## config.mk

```make
export PLATFORM = sky130hd
export DESIGN_NAME = can_bit_timing
export DESIGN_NICKNAME = d
export VERILOG_FILES = /design/src/rtl/cbt_pkg.sv /design/src/rtl/cbt_regs.sv /design/src/rtl/cbt_prescaler.sv /design/src/rtl/cbt_sequencer.sv /design/src/rtl/can_bit_timing.sv
export SDC_FILE = /design/constraint.sdc
export NUM_CORES = 1
export LEC_CHECK = 0
export BUFFER_PORTS_ARGS = -buffer_cell sky130_fd_sc_hd__buf_2
export CORE_UTILIZATION = 32
export CTS_CLUSTER_SIZE = 16
export DETAILED_ROUTE_END_ITERATION = 8
export SYNTH_ARGS = -nofsm -noshare
export SYNTH_HDL_FRONTEND = slang
export SYNTH_SLANG_ARGS = --single-unit
```

## constraint.sdc

```tcl
create_clock -name clk -period 5.98 [get_ports clk]
set_input_delay 1.196 -clock clk [delete_from_list [all_inputs] [get_ports clk]]
set_output_delay 1.196 -clock clk [all_outputs]
set_load 0.05 [all_outputs]
```

## src/rtl/cbt_pkg.sv

```systemverilog
package cbt_pkg;
    typedef enum logic [1:0] {
        SEG_SYNC  = 2'd0,
        SEG_TSEG1 = 2'd1,
        SEG_TSEG2 = 2'd2
    } seg_e;
endpackage

```

## src/rtl/cbt_regs.sv

```systemverilog
module cbt_regs #(
    parameter int W0 = 8,
    parameter int W1 = 8
) (
    input  logic          clk,
    input  logic          rst_n,
    input  logic          cfg_en,
    input  logic          wr_en,
    input  logic          wr_sel,
    input  logic [W0-1:0] wr_data,
    output logic [W0-1:0] timing0,
    output logic [W1-1:0] timing1
);
    typedef struct packed {
        logic [W0-1:0] r0;
        logic [W1-1:0] r1;
    } regs_t;

    regs_t st_d, st_q;

    always_comb begin
        st_d = st_q;
        if (wr_en && cfg_en) begin
            if (wr_sel) st_d.r1 = W1'(wr_data);
            else        st_d.r0 = wr_data;
        end
    end

    always_ff @(posedge clk) begin
        if (!rst_n) st_q <= '0;
        else        st_q <= st_d;
    end

    assign timing0 = st_q.r0;
    assign timing1 = st_q.r1;
endmodule

```

## src/rtl/cbt_prescaler.sv

```systemverilog
module cbt_prescaler #(
    parameter int BRP_W = 6
) (
    input  logic             clk,
    input  logic             rst_n,
    input  logic [BRP_W-1:0] brp_m1,
    output logic             tick
);
    typedef struct packed {
        logic [BRP_W-1:0] cnt;
    } pre_t;

    pre_t st_d, st_q;

    always_comb begin
        tick = (st_q.cnt >= brp_m1);
        st_d.cnt = tick ? '0 : st_q.cnt + BRP_W'(1);
    end

    always_ff @(posedge clk) begin
        if (!rst_n) st_q <= '0;
        else        st_q <= st_d;
    end
endmodule

```

## src/rtl/cbt_sequencer.sv

```systemverilog
module cbt_sequencer
    import cbt_pkg::*;
#(
    parameter int TS1_W = 4,
    parameter int TS2_W = 3,
    parameter int SJW_W = 2
) (
    input  logic             clk,
    input  logic             rst_n,
    input  logic             tick,
    input  logic             rx_in,
    input  logic             bus_idle,
    input  logic [TS1_W-1:0] tseg1_m1,
    input  logic [TS2_W-1:0] tseg2_m1,
    input  logic [SJW_W-1:0] sjw_m1,
    input  logic             triple,
    output logic [1:0]       seg_o,
    output logic             sample_o,
    output logic             bit_o
);
    localparam int QW = TS1_W + 2;

    typedef struct packed {
        seg_e          seg;
        logic [QW-1:0] qcnt;
        logic [QW-1:0] ext;
        logic [QW-1:0] shrt;
        logic          used;
        logic          rx;
        logic          prev;
        logic          sample;
        logic          bitv;
    } seq_t;

    seq_t st_d, st_q;

    logic [QW-1:0] t1_len, t2_len, sjw_len;
    logic [QW-1:0] ext_n, shrt_n, t1_end, t2_end, rem;
    logic          edge_f, vote;

    always_comb begin
        t1_len  = QW'(tseg1_m1) + QW'(1);
        t2_len  = QW'(tseg2_m1) + QW'(1);
        sjw_len = QW'(sjw_m1) + QW'(1);
        edge_f  = tick && st_q.rx && !rx_in;
        vote    = (st_q.prev & st_q.rx) | (st_q.prev & rx_in) | (st_q.rx & rx_in);
        ext_n   = st_q.ext;
        shrt_n  = st_q.shrt;
        t1_end  = t1_len - QW'(1) + ext_n;
        t2_end  = t2_len - QW'(1) - shrt_n;
        rem     = t2_len - st_q.qcnt;

        st_d        = st_q;
        st_d.sample = 1'b0;

        if (tick) begin
            st_d.rx   = rx_in;
            st_d.prev = st_q.rx;
            if (edge_f && bus_idle) begin
                // hard sync: the edge quantum becomes the new sync quantum
                st_d.seg  = SEG_TSEG1;
                st_d.qcnt = '0;
                st_d.ext  = '0;
                st_d.shrt = '0;
                st_d.used = 1'b1;
            end else begin
                case (st_q.seg)
                    SEG_SYNC: begin
                        st_d.seg  = SEG_TSEG1;
                        st_d.qcnt = '0;
                        st_d.ext  = '0;
                        st_d.shrt = '0;
                        st_d.used = edge_f;
                    end
                    SEG_TSEG1: begin
                        if (edge_f && !st_q.used) begin
                            ext_n = (st_q.qcnt + QW'(1) < sjw_len) ? st_q.qcnt + QW'(1) : sjw_len;
                            st_d.ext  = ext_n;
                            st_d.used = 1'b1;
                        end
                        t1_end = t1_len - QW'(1) + ext_n;
                        if (st_q.qcnt >= t1_end) begin
                            st_d.seg    = SEG_TSEG2;
                            st_d.qcnt   = '0;
                            st_d.sample = 1'b1;
                            st_d.bitv   = triple ? vote : rx_in;
                        end else begin
                            st_d.qcnt = st_q.qcnt + QW'(1);
                        end
                    end
                    SEG_TSEG2: begin
                        if (edge_f && !st_q.used && rem <= sjw_len) begin
                            st_d.seg  = SEG_TSEG1;
                            st_d.qcnt = '0;
                            st_d.ext  = '0;
                            st_d.shrt = '0;
                            st_d.used = 1'b1;
                        end else begin
                            if (edge_f && !st_q.used) begin
                                shrt_n    = sjw_len;
                                st_d.shrt = shrt_n;
                                st_d.used = 1'b1;
                            end
                            t2_end = t2_len - QW'(1) - shrt_n;
                            if (st_q.qcnt >= t2_end) begin
                                st_d.seg  = SEG_SYNC;
                                st_d.qcnt = '0;
                            end else begin
                                st_d.qcnt = st_q.qcnt + QW'(1);
                            end
                        end
                    end
                    default: st_d.seg = SEG_SYNC;
                endcase
            end
        end
    end

    always_ff @(posedge clk) begin
        if (!rst_n) begin
            st_q      <= '0;
            st_q.seg  <= SEG_SYNC;
            st_q.rx   <= 1'b1;
            st_q.prev <= 1'b1;
            st_q.bitv <= 1'b1;
        end else begin
            st_q <= st_d;
        end
    end

    assign seg_o    = st_q.seg;
    assign sample_o = st_q.sample;
    assign bit_o    = st_q.bitv;
endmodule

```

## src/rtl/can_bit_timing.sv

```systemverilog
module can_bit_timing #(
    parameter int BRP_W = 6,
    parameter int SJW_W = 2,
    parameter int TS1_W = 4,
    parameter int TS2_W = 3
) (
    input  logic                     clk,
    input  logic                     rst_n,
    input  logic                     cfg_en,
    input  logic                     wr_en,
    input  logic                     wr_sel,
    input  logic [BRP_W+SJW_W-1:0]   wr_data,
    input  logic                     rx_in,
    input  logic                     bus_idle,
    output logic                     tq_tick,
    output logic [1:0]               seg,
    output logic                     sample_pulse,
    output logic                     sample_bit,
    output logic [BRP_W+SJW_W-1:0]   timing0,
    output logic [TS1_W+TS2_W:0]     timing1
);
    localparam int W0 = BRP_W + SJW_W;
    localparam int W1 = TS1_W + TS2_W + 1;

    cbt_regs #(.W0(W0), .W1(W1)) u_regs (
        .clk     (clk),
        .rst_n   (rst_n),
        .cfg_en  (cfg_en),
        .wr_en   (wr_en),
        .wr_sel  (wr_sel),
        .wr_data (wr_data),
        .timing0 (timing0),
        .timing1 (timing1)
    );

    cbt_prescaler #(.BRP_W(BRP_W)) u_pre (
        .clk    (clk),
        .rst_n  (rst_n),
        .brp_m1 (timing0[BRP_W-1:0]),
        .tick   (tq_tick)
    );

    cbt_sequencer #(.TS1_W(TS1_W), .TS2_W(TS2_W), .SJW_W(SJW_W)) u_seq (
        .clk      (clk),
        .rst_n    (rst_n),
        .tick     (tq_tick),
        .rx_in    (rx_in),
        .bus_idle (bus_idle),
        .tseg1_m1 (timing1[TS1_W-1:0]),
        .tseg2_m1 (timing1[TS1_W +: TS2_W]),
        .sjw_m1   (timing0[BRP_W +: SJW_W]),
        .triple   (timing1[W1-1]),
        .seg_o    (seg),
        .sample_o (sample_pulse),
        .bit_o    (sample_bit)
    );
endmodule

```

==> reports/summary.txt <==
Port bufs: 35
RSZ-0062 raised after global routing: no
Final hold vios: 0
DRC violations left: 0
Grt ovf: 0
Max stage delay on crit path: 0.56 ns
Critical Path Fanout Max: 12
CP Data Arrival Time: 5.83 ns
Full die area: 10600 sq um
Post-DRT Antenna Nets: 0
CP Cell Sequence: buf_2 > nor2b_1 > nor3b_1 > a22oi_1 > or2_2 > a221oi_1 > ha_1 > inv_1 > ha_1 > inv_1 > fa_1 > inv_1 > a21o_1 > a21oi_1 > xor2_1 > xnor2_1 > ha_1 > o211ai_1 > o21ai_0 > a211oi_1 > or4_4 > or3b_1 > a21oi_2
CP Class: input pin to register
Largest net degree at the start of global routing: 29
Max Cap Viol: 0
Detailed Place HPWL: 6080 um
Worst hold stages: 2
Layout cells sized above 1: 0.152
Setup Fix Bufs, Post-CTS: 0
Total CTS buffers: 5
Worst-skew pair later-pin latency: 0.31 ns
CTS resizes: 0
Flop and latch count out of synthesis: 44
Worst-path clk slew: 0.10 ns
H-tree Lvls: 2
Hold_buf cts: 0
Initial Utilization: 0.333
Setup crit end kind: register
Leakage: 1.75 nW
Total global-route track usage: 0.158
Max Clock Freq: 179 MHz
Worst slew margin: 0.627
Iteration-0 DRC count of the detailed router: 136
Clock Skew: 0.0137 ns
Max VDD drop: 0.0000938 V
Critical R2R Capture: u_seq.seg_o[1]$_SDFFE_PN0P_
Final Cycle Share: 0.933
Routed WL per cell: 14.0 um
Via/cell ratio: 5.03
Post-synth net total: 449
Gpl congestion: 0.887
Sequential share of the synthesized area: 0.269
Clock sinks: 44
Syn Inst Count: 382
Top cell family by delay on the critical path: simple AND/OR/NAND/NOR gates
Fin crit period: 5.58 ns
Final setup viols: 0
Slowest-stage cell, CP: or4_4
WHS Endpoint: u_seq.st_q[6]$_SDFFE_PN0P_
Die width: 103 um
Num rows: 36
Vias in the first global route: 2640
Placeable core area: 9820 sq um
Slew @ Worst Pin: 0.557 ns
Crit path required time: 6.23 ns
Synth unique cells: 55
CTS root buf: clkbuf_8
Top Ports: 36
Dpl cell area: 3580 sq um
Post-route cell area: 3690 sq um
Final wirelength: 7760 um
RR Startpoint: u_regs.timing0[7]$_SDFFE_PN0P_
Mapped cell area: 3270 sq um
Ys flop type: dfxtp_1
Max Slew Vio Count: 0
Worst hold path class: register to register
DRT Pass-1 Iters: 4
Maximum clock insertion buffer count: 2
Die H: 103 um
Outcome: finished, final reports clean
Reg-to-reg setup timing slack: 0.50 ns
Worst hold slack: 0.455 ns
Worst reg2reg path depth: 25
Synth-to-Final Area Change: 12.9%
Total number of vias: 2781
Buf+Inv Stages, Crit Path: 4
Worst hold start: u_seq.st_q[6]$_SDFFE_PN0P_
Critical Path Start Type: input pin
Avg Inst Size Synth: 8.56 sq um
Nets@finish: 486
Antenna diodes: 0
Syn. warnings: 0
Most frequent cells in the layout: 49 x ha_1, 44 x dfxtp_1, 40 x inv_1, 35 x buf_2, 30 x nor2_1
CTS tree: built
Cell Pwr Density: 259 nW/um^2
Initial antenna violation count: 0
Post-synth EDFFs: 0
First-pass GRT wire length: 12900 um
Total negative slack: 0 ns
Most common cell after layout, fill and taps aside: ha_1
Share of flip-flops with an asynchronous set or reset: 0
-- kinds of logic after synthesis --
logic type | share of synthesized area
AO/OA/AOI/OAI | 0.159
XOR/XNOR | 0.0455
adder cells (fa/ha/maj) | 0.206
buffers and inverters | 0.0734
flip-flops | 0.269
multiplexers | 0.0616
AND/OR/NAND/NOR | 0.186
-- worst max path at each step --
stage           from                     endpoint  slack [ns]  cells after the start
3_3_place_gp   rx_in  u_seq.seg_o[1]$_SDFFE_PN0P_        0.20                     23
6_report       rx_in  u_seq.seg_o[1]$_SDFFE_PN0P_        0.40                     23
4_1_cts        rx_in  u_seq.seg_o[1]$_SDFFE_PN0P_        0.40                     23
2_1_floorplan  rx_in  u_seq.seg_o[1]$_SDFFE_PN0P_        0.31                     24
3_5_place_dp   rx_in  u_seq.seg_o[1]$_SDFFE_PN0P_        0.11                     23
5_1_grt        rx_in  u_seq.seg_o[1]$_SDFFE_PN0P_        0.03                     23
-- per-layer routing --
layer,part of all wire,track usage,up-vias
met1,0.49,0.215,1300
met2,0.45,0.254,62
li1,-,-,1408
met5,0,0,-
met4,0.014,0.0466,0
met3,0.047,0.0264,11
-- sequential cells by signal, summed over array words and instances, names as in the netlist --
signal,count
u_pre.st_q,6
u_seq.seg_o,2
u_regs.timing1,8
u_seq.sample_o,1
u_seq.st_q,18
u_regs.timing0,8
u_seq.bit_o,1
-- worst reg2reg max path: stages, from the launching register on --
cell,delay (ns)
dfxtp_1,0.39
ha_1,0.26
inv_1,0.13
ha_1,0.25
a21o_1,0.16
a21oi_1,0.17
o2111ai_1,0.29
mux2i_1,0.20
o21a_1,0.22
ha_1,0.29
inv_1,0.06
ha_1,0.16
inv_1,0.06
fa_1,0.39
inv_1,0.08
a21o_1,0.11
a21oi_1,0.07
xor2_1,0.15
xnor2_1,0.13
ha_1,0.30
o211ai_1,0.09
o21ai_0,0.28
a211oi_1,0.12
or4_4,0.56
or3b_1,0.38
a21oi_2,0.13
-- layout make-up --
cell class              instances  area [sq um]
fillers                      1032          6130
multi-input cells             285          2150
flip-flops and latches         44           881
repair buffers                 42           228
well taps                     133           166
inverters                      41           154
clock buffers                   5          68.8
clock inverters                 3          46.3
-- per-stage QoR --
step | setup WS, ns | util | std cells | total power, mW
after global routing | 0.0305 | 0.376 | 553 | 1.02
final | 0.400 | 0.376 | 553 | 0.956
after global placement | 0.202 | 0.364 | 545 | 0.710
after CTS | 0.400 | 0.376 | 553 | 0.961
after detailed placement | 0.111 | 0.364 | 545 | 0.715
after floorplan | 0.312 | - | 382 | 0.633
-- synthesized netlist by cell type, types with 8 or more instances --
cell type | instances | share of area
xor2_1 | 9 | 0.024
dfxtp_1 | 44 | 0.27
ha_1 | 49 | 0.19
o21ai_0 | 11 | 0.017
inv_1 | 40 | 0.046
a21oi_1 | 25 | 0.038
mux2i_1 | 19 | 0.058
nand2_1 | 26 | 0.030
nand3_1 | 12 | 0.018
and3_1 | 10 | 0.019
xnor2_1 | 8 | 0.021
nor2_1 | 30 | 0.034
-- where the power goes --
group	switching [mW]	total (mW)	internal, mW
clock	0.117	0.243	0.126
combinational	0.235	0.384	0.148
sequential	0.0185	0.329	0.310
(Power assumes the default switching activity.)
